$ cat src/rtl/prd_pkg.sv
package prd_pkg;

    // Number of restoring iterations placed in pipeline stage idx (0..2).
    // Leftover iterations go to the earliest stages.
    function automatic int stage_len(input int total, input int idx);
        int base;
        int extra;
        base  = total / 3;
        extra = total % 3;
        return base + ((idx < extra) ? 1 : 0);
    endfunction

    // First global iteration index handled by stage idx.
    function automatic int stage_first(input int total, input int idx);
        int acc;
        acc = 0;
        for (int s = 0; s < idx; s++) begin
            acc += stage_len(total, s);
        end
        return acc;
    endfunction

endpackage

$ cat src/rtl/prd_step.sv
module prd_step #(
    parameter int  DVD_W   = 16,
    parameter int  DVS_W   = 9,
    parameter bit  IS_LAST = 1'b0
) (
    input  logic [DVD_W-1:0] rem_i,
    input  logic             nb_i,
    input  logic [DVS_W-1:0] dvs_i,
    output logic [DVD_W-1:0] rem_o,
    output logic             qbit_o
);

    localparam int PAD_W = DVD_W + 1 - DVS_W;

    logic signed [DVD_W:0] trial;

    assign trial = $signed({1'b0, rem_i}) - $signed({{PAD_W{1'b0}}, dvs_i});

    always_comb begin
        if (trial[DVD_W]) begin
            qbit_o = 1'b0;
            if (IS_LAST) rem_o = rem_i;
            else         rem_o = {rem_i[DVD_W-2:0], nb_i};
        end else begin
            qbit_o = 1'b1;
            if (IS_LAST) rem_o = trial[DVD_W-1:0];
            else         rem_o = {trial[DVD_W-2:0], nb_i};
        end
    end

endmodule

$ cat src/rtl/prd_stage.sv
module prd_stage #(
    parameter int DVD_W = 16,
    parameter int DVS_W = 9,
    parameter int FIRST = 0,
    parameter int COUNT = 6,
    parameter int ITER  = 17
) (
    input  logic             clk,
    input  logic             rst,
    input  logic             in_vld,
    input  logic [DVD_W-1:0] in_rem,
    input  logic [DVD_W:0]   in_quo,
    input  logic [DVD_W-1:0] in_dvd,
    input  logic [DVS_W-1:0] in_dvs,
    output logic             out_vld,
    output logic [DVD_W-1:0] out_rem,
    output logic [DVD_W:0]   out_quo,
    output logic [DVD_W-1:0] out_dvd,
    output logic [DVS_W-1:0] out_dvs
);

    typedef struct packed {
        logic             vld;
        logic [DVD_W-1:0] rem;
        logic [DVD_W:0]   quo;
        logic [DVD_W-1:0] dvd;
        logic [DVS_W-1:0] dvs;
    } stg_t;

    stg_t stg_d;
    stg_t stg_q;

    logic [DVD_W-1:0] rem_c [COUNT+1];
    logic [COUNT-1:0] qbit;

    assign rem_c[0] = in_rem;

    for (genvar k = 0; k < COUNT; k++) begin : g_step
        localparam int G    = FIRST + k;
        localparam bit LAST = (G == ITER - 1);
        localparam int BI   = LAST ? 0 : (DVD_W - 1 - G);
        logic nb;
        if (LAST) begin : g_nb_last
            assign nb = 1'b0;
        end else begin : g_nb_bit
            assign nb = in_dvd[BI];
        end
        prd_step #(
            .DVD_W  (DVD_W),
            .DVS_W  (DVS_W),
            .IS_LAST(LAST)
        ) u_step (
            .rem_i (rem_c[k]),
            .nb_i  (nb),
            .dvs_i (in_dvs),
            .rem_o (rem_c[k+1]),
            .qbit_o(qbit[k])
        );
    end

    always_comb begin
        stg_d.vld = in_vld;
        stg_d.rem = rem_c[COUNT];
        stg_d.quo = in_quo;
        for (int k = 0; k < COUNT; k++) begin
            stg_d.quo[DVD_W-FIRST-k] = qbit[k];
        end
        stg_d.dvd = in_dvd;
        stg_d.dvs = in_dvs;
    end

    always_ff @(posedge clk) begin
        if (rst) stg_q.vld <= 1'b0;
        else     stg_q.vld <= stg_d.vld;
        stg_q.rem <= stg_d.rem;
        stg_q.quo <= stg_d.quo;
        stg_q.dvd <= stg_d.dvd;
        stg_q.dvs <= stg_d.dvs;
    end

    assign out_vld = stg_q.vld;
    assign out_rem = stg_q.rem;
    assign out_quo = stg_q.quo;
    assign out_dvd = stg_q.dvd;
    assign out_dvs = stg_q.dvs;


    vld_advance_chk: assert property (@(posedge clk) disable iff (rst)
        !$past(rst) |-> (stg_q.vld == $past(in_vld)));


    rst_clear_chk: assert property (@(posedge clk)
        rst |=> !stg_q.vld);

endmodule

$ cat src/rtl/pipe_restoring_div.sv
module pipe_restoring_div #(
    parameter int DVD_W = 16,
    parameter int DVS_W = 9
) (
    input  logic             clk,
    input  logic             rst,
    input  logic             in_vld,
    input  logic [DVD_W-1:0] dvd_in,
    input  logic [DVS_W-1:0] dvs_in,
    output logic             out_vld,
    output logic [DVD_W:0]   q_out,
    output logic [DVD_W-1:0] rem_out
);

    localparam int ITER = DVD_W + 1;
    localparam int NSTG = 3;

    logic             s_vld [NSTG+1];
    logic [DVD_W-1:0] s_rem [NSTG+1];
    logic [DVD_W:0]   s_quo [NSTG+1];
    logic [DVD_W-1:0] s_dvd [NSTG+1];
    logic [DVS_W-1:0] s_dvs [NSTG+1];

    assign s_vld[0] = in_vld;
    assign s_rem[0] = '0;
    assign s_quo[0] = '0;
    assign s_dvd[0] = dvd_in;
    assign s_dvs[0] = dvs_in;

    for (genvar s = 0; s < NSTG; s++) begin : g_stage
        prd_stage #(
            .DVD_W(DVD_W),
            .DVS_W(DVS_W),
            .FIRST(prd_pkg::stage_first(ITER, s)),
            .COUNT(prd_pkg::stage_len(ITER, s)),
            .ITER (ITER)
        ) u_stage (
            .clk    (clk),
            .rst    (rst),
            .in_vld (s_vld[s]),
            .in_rem (s_rem[s]),
            .in_quo (s_quo[s]),
            .in_dvd (s_dvd[s]),
            .in_dvs (s_dvs[s]),
            .out_vld(s_vld[s+1]),
            .out_rem(s_rem[s+1]),
            .out_quo(s_quo[s+1]),
            .out_dvd(s_dvd[s+1]),
            .out_dvs(s_dvs[s+1])
        );
    end

    assign out_vld = s_vld[NSTG];
    assign q_out   = s_quo[NSTG];
    assign rem_out = s_rem[NSTG];

    logic [DVD_W+DVS_W:0] recon;
    assign recon = ({{DVS_W{1'b0}}, q_out} * {{(DVD_W+1){1'b0}}, s_dvs[NSTG]})
                 + {{(DVS_W+1){1'b0}}, rem_out};


    recon_chk: assert property (@(posedge clk) disable iff (rst)
        (out_vld && s_dvs[NSTG] != '0) |-> (recon == {{(DVS_W+1){1'b0}}, s_dvd[NSTG]}));


    rem_bound_chk: assert property (@(posedge clk) disable iff (rst)
        (out_vld && s_dvs[NSTG] != '0) |-> ({1'b0, rem_out} < {{(DVD_W+1-DVS_W){1'b0}}, s_dvs[NSTG]}));


    q_msb_chk: assert property (@(posedge clk) disable iff (rst)
        (out_vld && s_dvs[NSTG] != '0) |-> !q_out[DVD_W]);


    zero_div_chk: assert property (@(posedge clk) disable iff (rst)
        (out_vld && s_dvs[NSTG] == '0) |-> (&q_out && rem_out == s_dvd[NSTG]));

endmodule

$ cat config.mk
export PLATFORM = sky130hd
export DESIGN_NAME = pipe_restoring_div
export DESIGN_NICKNAME = d
export VERILOG_FILES = /design/src/rtl/prd_pkg.sv /design/src/rtl/prd_step.sv /design/src/rtl/prd_stage.sv /design/src/rtl/pipe_restoring_div.sv
export SDC_FILE = /design/constraint.sdc
export NUM_CORES = 1
export LEC_CHECK = 0
export ABC_CLOCK_PERIOD_IN_PS = 16400
export BUFFER_PORTS_ARGS = -buffer_cell sky130_fd_sc_hd__clkbuf_2
export CAP_MARGIN = 5
export CELL_PAD_IN_SITES_DETAIL_PLACEMENT = 1
export CELL_PAD_IN_SITES_GLOBAL_PLACEMENT = 1
export CORE_MARGIN = 2
export CORE_UTILIZATION = 35
export DETAILED_ROUTE_END_ITERATION = 8
export GPL_TIMING_DRIVEN = 0
export PLACE_DENSITY_LB_ADDON = 0.1
export RECOVER_POWER = 50
export SLEW_MARGIN = 15
export SYNTH_ARGS = -nofsm -noshare
export SYNTH_HDL_FRONTEND = slang
export SYNTH_SLANG_ARGS = --single-unit
export TNS_END_PERCENT = 20
$ cat constraint.sdc
create_clock -name clk -period 16.4 [get_ports clk]
set_input_delay 0.82 -clock clk [delete_from_list [all_inputs] [get_ports clk]]
set_output_delay 0.82 -clock clk [all_outputs]
set_load 0.03 [all_outputs]
Word-level counts from Yosys, hierarchy flattened --
Index checks and enable logic that the tools add are counted.
Operators by class: add/sub/neg operators 17, multiplexer cells 34
Operators with widths (count):
- 16-bit two-way mux | 17
- 16-bit by 9-bit subtractor with 17-bit output | 16
- 1-bit two-way mux | 17
- 1-bit by 9-bit subtractor with 10-bit output, first input constant | 1
Storage, ports and cells: register bits after elaboration 118, input bits 28, output and inout port bits 34, logic and storage cells 64

Depth between registers and ports, before layout --
depth after elaboration 12, mapped depth 81, gate-level depth less buffers 75

Cells and area by module --
From an unflattened synthesis, not the netlist that was laid out.
Unflattened totals: cells, all modules 1953, area, all modules 15650.0 µm²
By module, submodules not included:
- prd_step at g_stage[0].u_stage.g_step[0].u_step ... | instances 10, cells an instance 104, area an instance 705.7 µm², seq. area each 0.0 µm²
- prd_step at g_stage[0].u_stage.g_step[2].u_step ... | instances 6, cells an instance 104, area an instance 708.2 µm², seq. area each 0.0 µm²
- prd_stage at g_stage[0].u_stage ... | instances 2, cells an instance 60, area an instance 1194.9 µm², seq. area each 1181.1 µm²
- prd_stage at g_stage[2].u_stage | instances 1, cells an instance 61, area an instance 1198.6 µm², seq. area each 1181.1 µm²
- prd_step at g_stage[2].u_stage.g_step[4].u_step | instances 1, cells an instance 107, area an instance 752.0 µm², seq. area each 0.0 µm²
- pipe_restoring_div | instances 1, cells an instance 1, area an instance 3.8 µm², seq. area each 0.0 µm²

Least setup slack after synthesis --
OpenSTA, ideal clock, no wires.
path kind reg2reg, start register g_stage[0].u_stage.stg_q (netlist bit g_stage[0].u_stage.out_dvs[1]), end register g_stage[1].u_stage.stg_q (netlist bit g_stage[1].u_stage.out_rem[15]), setup time 0.130 ns, arrival time 14.519 ns, required time 16.270 ns, path slack 1.750 ns, cell stages (with the launch flop) 72, buffers on the path 6, period minus slack after synthesis 14.650 ns, cell sequence dfxtp_1 > inv_1 > fa_1 > a211oi_2 > o211ai_2 > a21oi_2 > inv_1 > clkbuf_1 > o21ai_0 > fa_1 > nand2b_1 > a21oi_1 > o31ai_1 > o21ba_2 > nand3_1 > nor4_4 > buf_2 > mux2i_1 > [36 not listed] > a21oi_1 > and2_1 > buf_2 > buf_1 > mux2i_1 > ha_1 > nor2b_1 > o21ai_0 > nand2b_1 > a21o_1 > a21o_1 > a21o_1 > a21o_1 > and2_1 > a211oi_1 > nand2_1 > or3_1 > xnor2_1
On the way: longest elaborated chain between the ends 12
RTL lines:
- start: declaration | line prd_stage.sv:31 | stg_t stg_q;
- 16-bit by 9-bit subtractor with 17-bit output | line prd_step.sv:17 | assign trial = $signed({1'b0, rem_i}) - $signed({{PAD_W{1'b0}}, dvs_i});
- 16-bit two-way mux | line prd_step.sv:20 | if (trial[DVD_W]) begin
- 16-bit by 9-bit subtractor with 17-bit output | line prd_step.sv:17
- 16-bit two-way mux | line prd_step.sv:20
- 16-bit by 9-bit subtractor with 17-bit output | line prd_step.sv:17
- 16-bit two-way mux | line prd_step.sv:20
- 16-bit by 9-bit subtractor with 17-bit output | line prd_step.sv:17
- 16-bit two-way mux | line prd_step.sv:20
- 16-bit by 9-bit subtractor with 17-bit output | line prd_step.sv:17
- 16-bit two-way mux | line prd_step.sv:20
- 16-bit by 9-bit subtractor with 17-bit output | line prd_step.sv:17
- 16-bit two-way mux (*) | line prd_step.sv:20
- via g_stage[1].u_stage.g_step[5].u_step.rem_o[15] | line prd_step.sv:9 | output logic [DVD_W-1:0] rem_o,
- end: declaration | line prd_stage.sv:31
Mark *: on every way through the listed nets, which the timed path passes. The rest lies on a longest branch. A chain may end at the register's enable or synchronous reset.

Final worst setup path --
start register g_stage[0].u_stage.stg_q (netlist bit g_stage[0].u_stage.out_rem[0]), end register g_stage[1].u_stage.stg_q (netlist bit g_stage[1].u_stage.out_rem[15])
On the way: longest elaborated chain between the ends 12
RTL lines (line):
- 16-bit by 9-bit subtractor with 17-bit output | prd_step.sv:17
- 16-bit two-way mux (*) | prd_step.sv:20
- 16-bit by 9-bit subtractor with 17-bit output | prd_step.sv:17
- 16-bit two-way mux (*) | prd_step.sv:20
- 16-bit by 9-bit subtractor with 17-bit output | prd_step.sv:17
- 16-bit two-way mux (*) | prd_step.sv:20
- 16-bit by 9-bit subtractor with 17-bit output | prd_step.sv:17
- 16-bit two-way mux (*) | prd_step.sv:20
- 16-bit by 9-bit subtractor with 17-bit output | prd_step.sv:17
- 16-bit two-way mux (*) | prd_step.sv:20
- 16-bit by 9-bit subtractor with 17-bit output | prd_step.sv:17
- 16-bit two-way mux (*) | prd_step.sv:20
- via g_stage[1].u_stage.g_step[5].u_step.rem_o[15] | prd_step.sv:9
Marks and branches as above.

==> metrics.yaml <==
clock.fmax_ghz: 0.0651
drive_gt1_share_pct: 14.7
hold_viol_final: 0
final_util_pct: 40.9
cts_made_buffers: 17
synthCells: 1606
drtAntennaViolNets: 0
async_flop_share_pct: 0
h-tree-depth: 4
slew_headroom_pct: 36.9
clockBufferDepth: 2
drt-initial-drc-count: 371
clock_latency_ns: 0.43
syn_to_final_growth_pct: 15.4
postSynthAreaPerCell_sq_um: 7.82
fp.dieH_um: 193
remaining_drc_errors: 0
ys_warn_count: 0
start_util_pct: 35.4
dieArea_sq_mm: 0.0374
syn_area_sq_mm: 0.0126
ios: 62
layout_min_cycle_time_ns: 15.37
cts_root_buf: "clkbuf_16"
maxCapViolCount: 0
vias: 11864
layout_setup_ws_ns: 1.03
path_max_fanout: 13
setup_viol: 0
start_kind: "flop"
routed_wl_mm: 37.2
hpwl_mm: 30.2
yosysUniqueCellTypes: 98
grt_max_degree: 17
critPathTopFamily: "compound AO/OA/AOI/OAI gates"
crit_buf_inv: 11
cts_tree: "done"
outcome: "completed"
core-area_sq_mm: 0.0355
drtPass1Iterations: 4
grt_setup_unrepaired: "true"
numPortBuffers: 61
grt_pass1_wl_mm: 61.4
path_clk_slew_ns: 0.06
regArea_sq_mm: 0.00237
via_per_inst: 5.44
cp.required_ns: 16.69
synth_edf_count: 0
synth_flop_cell: "dfxtp_1"
place_ws_ns: -1.91
ys_ff_latch: 118
nets: 1897
gr-total-overflow: 0
clock_sinks: 118
fin_crit_sh_pct: 93.7
crit_arrival_ns: 15.66
multiInputGateArea_sq_mm: 0.00991
gp_congestion: 0.816
endpoint_kind: "flop"
final_area_sq_mm: 0.0145
hold_ws_ns: 0.325
tightest_slew_ns: 0.939
synth-seq-area-share_pct: 18.8
drv_slew: 0
gr-usage-all-layers_pct: 19.8
nFillCells: 4333
critPathMaxStageDelay_ns: 0.43
drt-wirelength-per-cell_um: 17.1
antenna_found_initial: 0
placed_area_sq_mm: 0.0135
skew_ns: 0.0151
holdBufCountCts: 0
antenna_cells: 0
hp-class: "flop to flop"
rows: 69
die_w_um: 193
worst-setup-path-type: "flop to flop"
first_global_vias: 12325
cpMaxStageDelayCell: "or3_1"
-- placed cells by master, fill, tap and decap left out, drive strengths merged, types with 10 or more instances in the layout --
cell | synthesis | final
a211oi | 17 | 17
dfxtp | 118 | 118
mux2 | 32 | 32
a21o | 53 | 53
buf | 11 | 29
fa | 16 | 16
nor2 | 145 | 145
a21oi | 119 | 119
o31ai | 24 | 24
o21a | 16 | 16
a21boi | 23 | 23
a31oi | 20 | 20
or3 | 18 | 18
nand4 | 13 | 13
xnor2 | 55 | 55
inv | 122 | 127
nor3 | 24 | 24
and3 | 15 | 15
o21ai | 136 | 136
or2 | 10 | 10
nor2b | 40 | 40
mux2i | 23 | 23
nand3 | 33 | 33
nand2 | 117 | 117
o211ai | 15 | 15
and2 | 24 | 24
xor2 | 37 | 37
ha | 146 | 146
nand2b | 49 | 49
clkbuf | 15 | 94
-- flip-flops by register name (all words and copies together), names as in the netlist --
name                     cells
g_stage.u_stage.out_dvs     18
g_stage.u_stage.out_dvd     14
g_stage.u_stage.out_quo     35
g_stage.u_stage.out_vld      3
g_stage.u_stage.out_rem     48
-- routing by layer --
metal,track usage (%),up-vias,routed length [um]
met5,0,-,0
met4,5.37,0,733
met3,2.25,40,673
met2,37.1,101,18800
met1,23.6,5709,17000
li1,-,6014,-
-- timing repair --
action	CTS	global route
buffers inserted	4	17
resized for setup	24	83
endpoints found under the setup margin	48	49
pin swaps	3	7
-- worst reg2reg max path, delay by kind of cell, from the launching register on --
family          cells  cell delay, ns
compound gates     30            6.06
mux                 3            0.83
xor+xnor            1            0.14
fa+ha+maj           7            2.05
simple gates       22            3.87
flops               1            0.38
buf+inv            11            1.88
-- cell usage after synthesis, types with 24 or more instances --
| cell type | number | area [sq um] |
|---|---|---|
| ha_1 | 146 | 1830 |
| nor2_1 | 145 | 544 |
| o21ai_0 | 126 | 631 |
| dfxtp_1 | 118 | 2360 |
| inv_1 | 117 | 439 |
| nand2_1 | 117 | 439 |
| a21oi_1 | 116 | 581 |
| xnor2_1 | 55 | 482 |
| a21o_1 | 53 | 398 |
| nand2b_1 | 48 | 300 |
| nor2b_1 | 40 | 250 |
| xor2_1 | 37 | 324 |
| nand3_1 | 32 | 160 |
| mux2_2 | 27 | 304 |
| o31ai_1 | 24 | 180 |
-- through the flow --
step / instances / TNS (ns)
after detailed placement: 2131 / -46.50
after global placement: 2131 / -36.98
final: 2181 / 0
after CTS: 2164 / 0
after global routing: 2181 / -0.441
after floorplan: 1609 / 0
-- layout make-up --
cell class | count | area share, %
sequential | 118 | 16.3
tap | 461 | 3.98
clock buffer | 18 | 2.96
timing repair buffer | 82 | 3.14
clock inverter | 14 | 0.950
multi-input combinational | 1343 | 68.4
buffer | 23 | 1.00
inverter | 122 | 3.25
-- cell families after synthesis --
group,Yosys count,share of synthesized area [%]
AOI/OAI and AO/OA,500,26.4
xor gates and xnor gates,93,6.60
adders and majority gates,162,17.1
buffers and inverters,148,4.58
DFF,118,18.8
muxes,55,4.90
other,2,0.0598
and+or+nand+nor,528,21.6
-- final timing paths --
check | end | slack [ns] | startpoint | depth (start not counted)
worst min register to register | g_stage[2].u_stage.out_quo[9] | 0.33 | g_stage[1].u_stage.out_quo[9] | 0
worst max register to register | g_stage[1].u_stage.out_rem[15] | 1.03 | g_stage[0].u_stage.out_rem[0] | 74
worst max-delay path | g_stage[1].u_stage.out_rem[15] | 1.03 | g_stage[0].u_stage.out_rem[0] | 74
worst min-delay path | g_stage[2].u_stage.out_quo[9] | 0.33 | g_stage[1].u_stage.out_quo[9] | 0
Power is left out: the tool's default activity adds up to more than one toggle a clock period on the data nets, which glitch-free logic cannot reach.
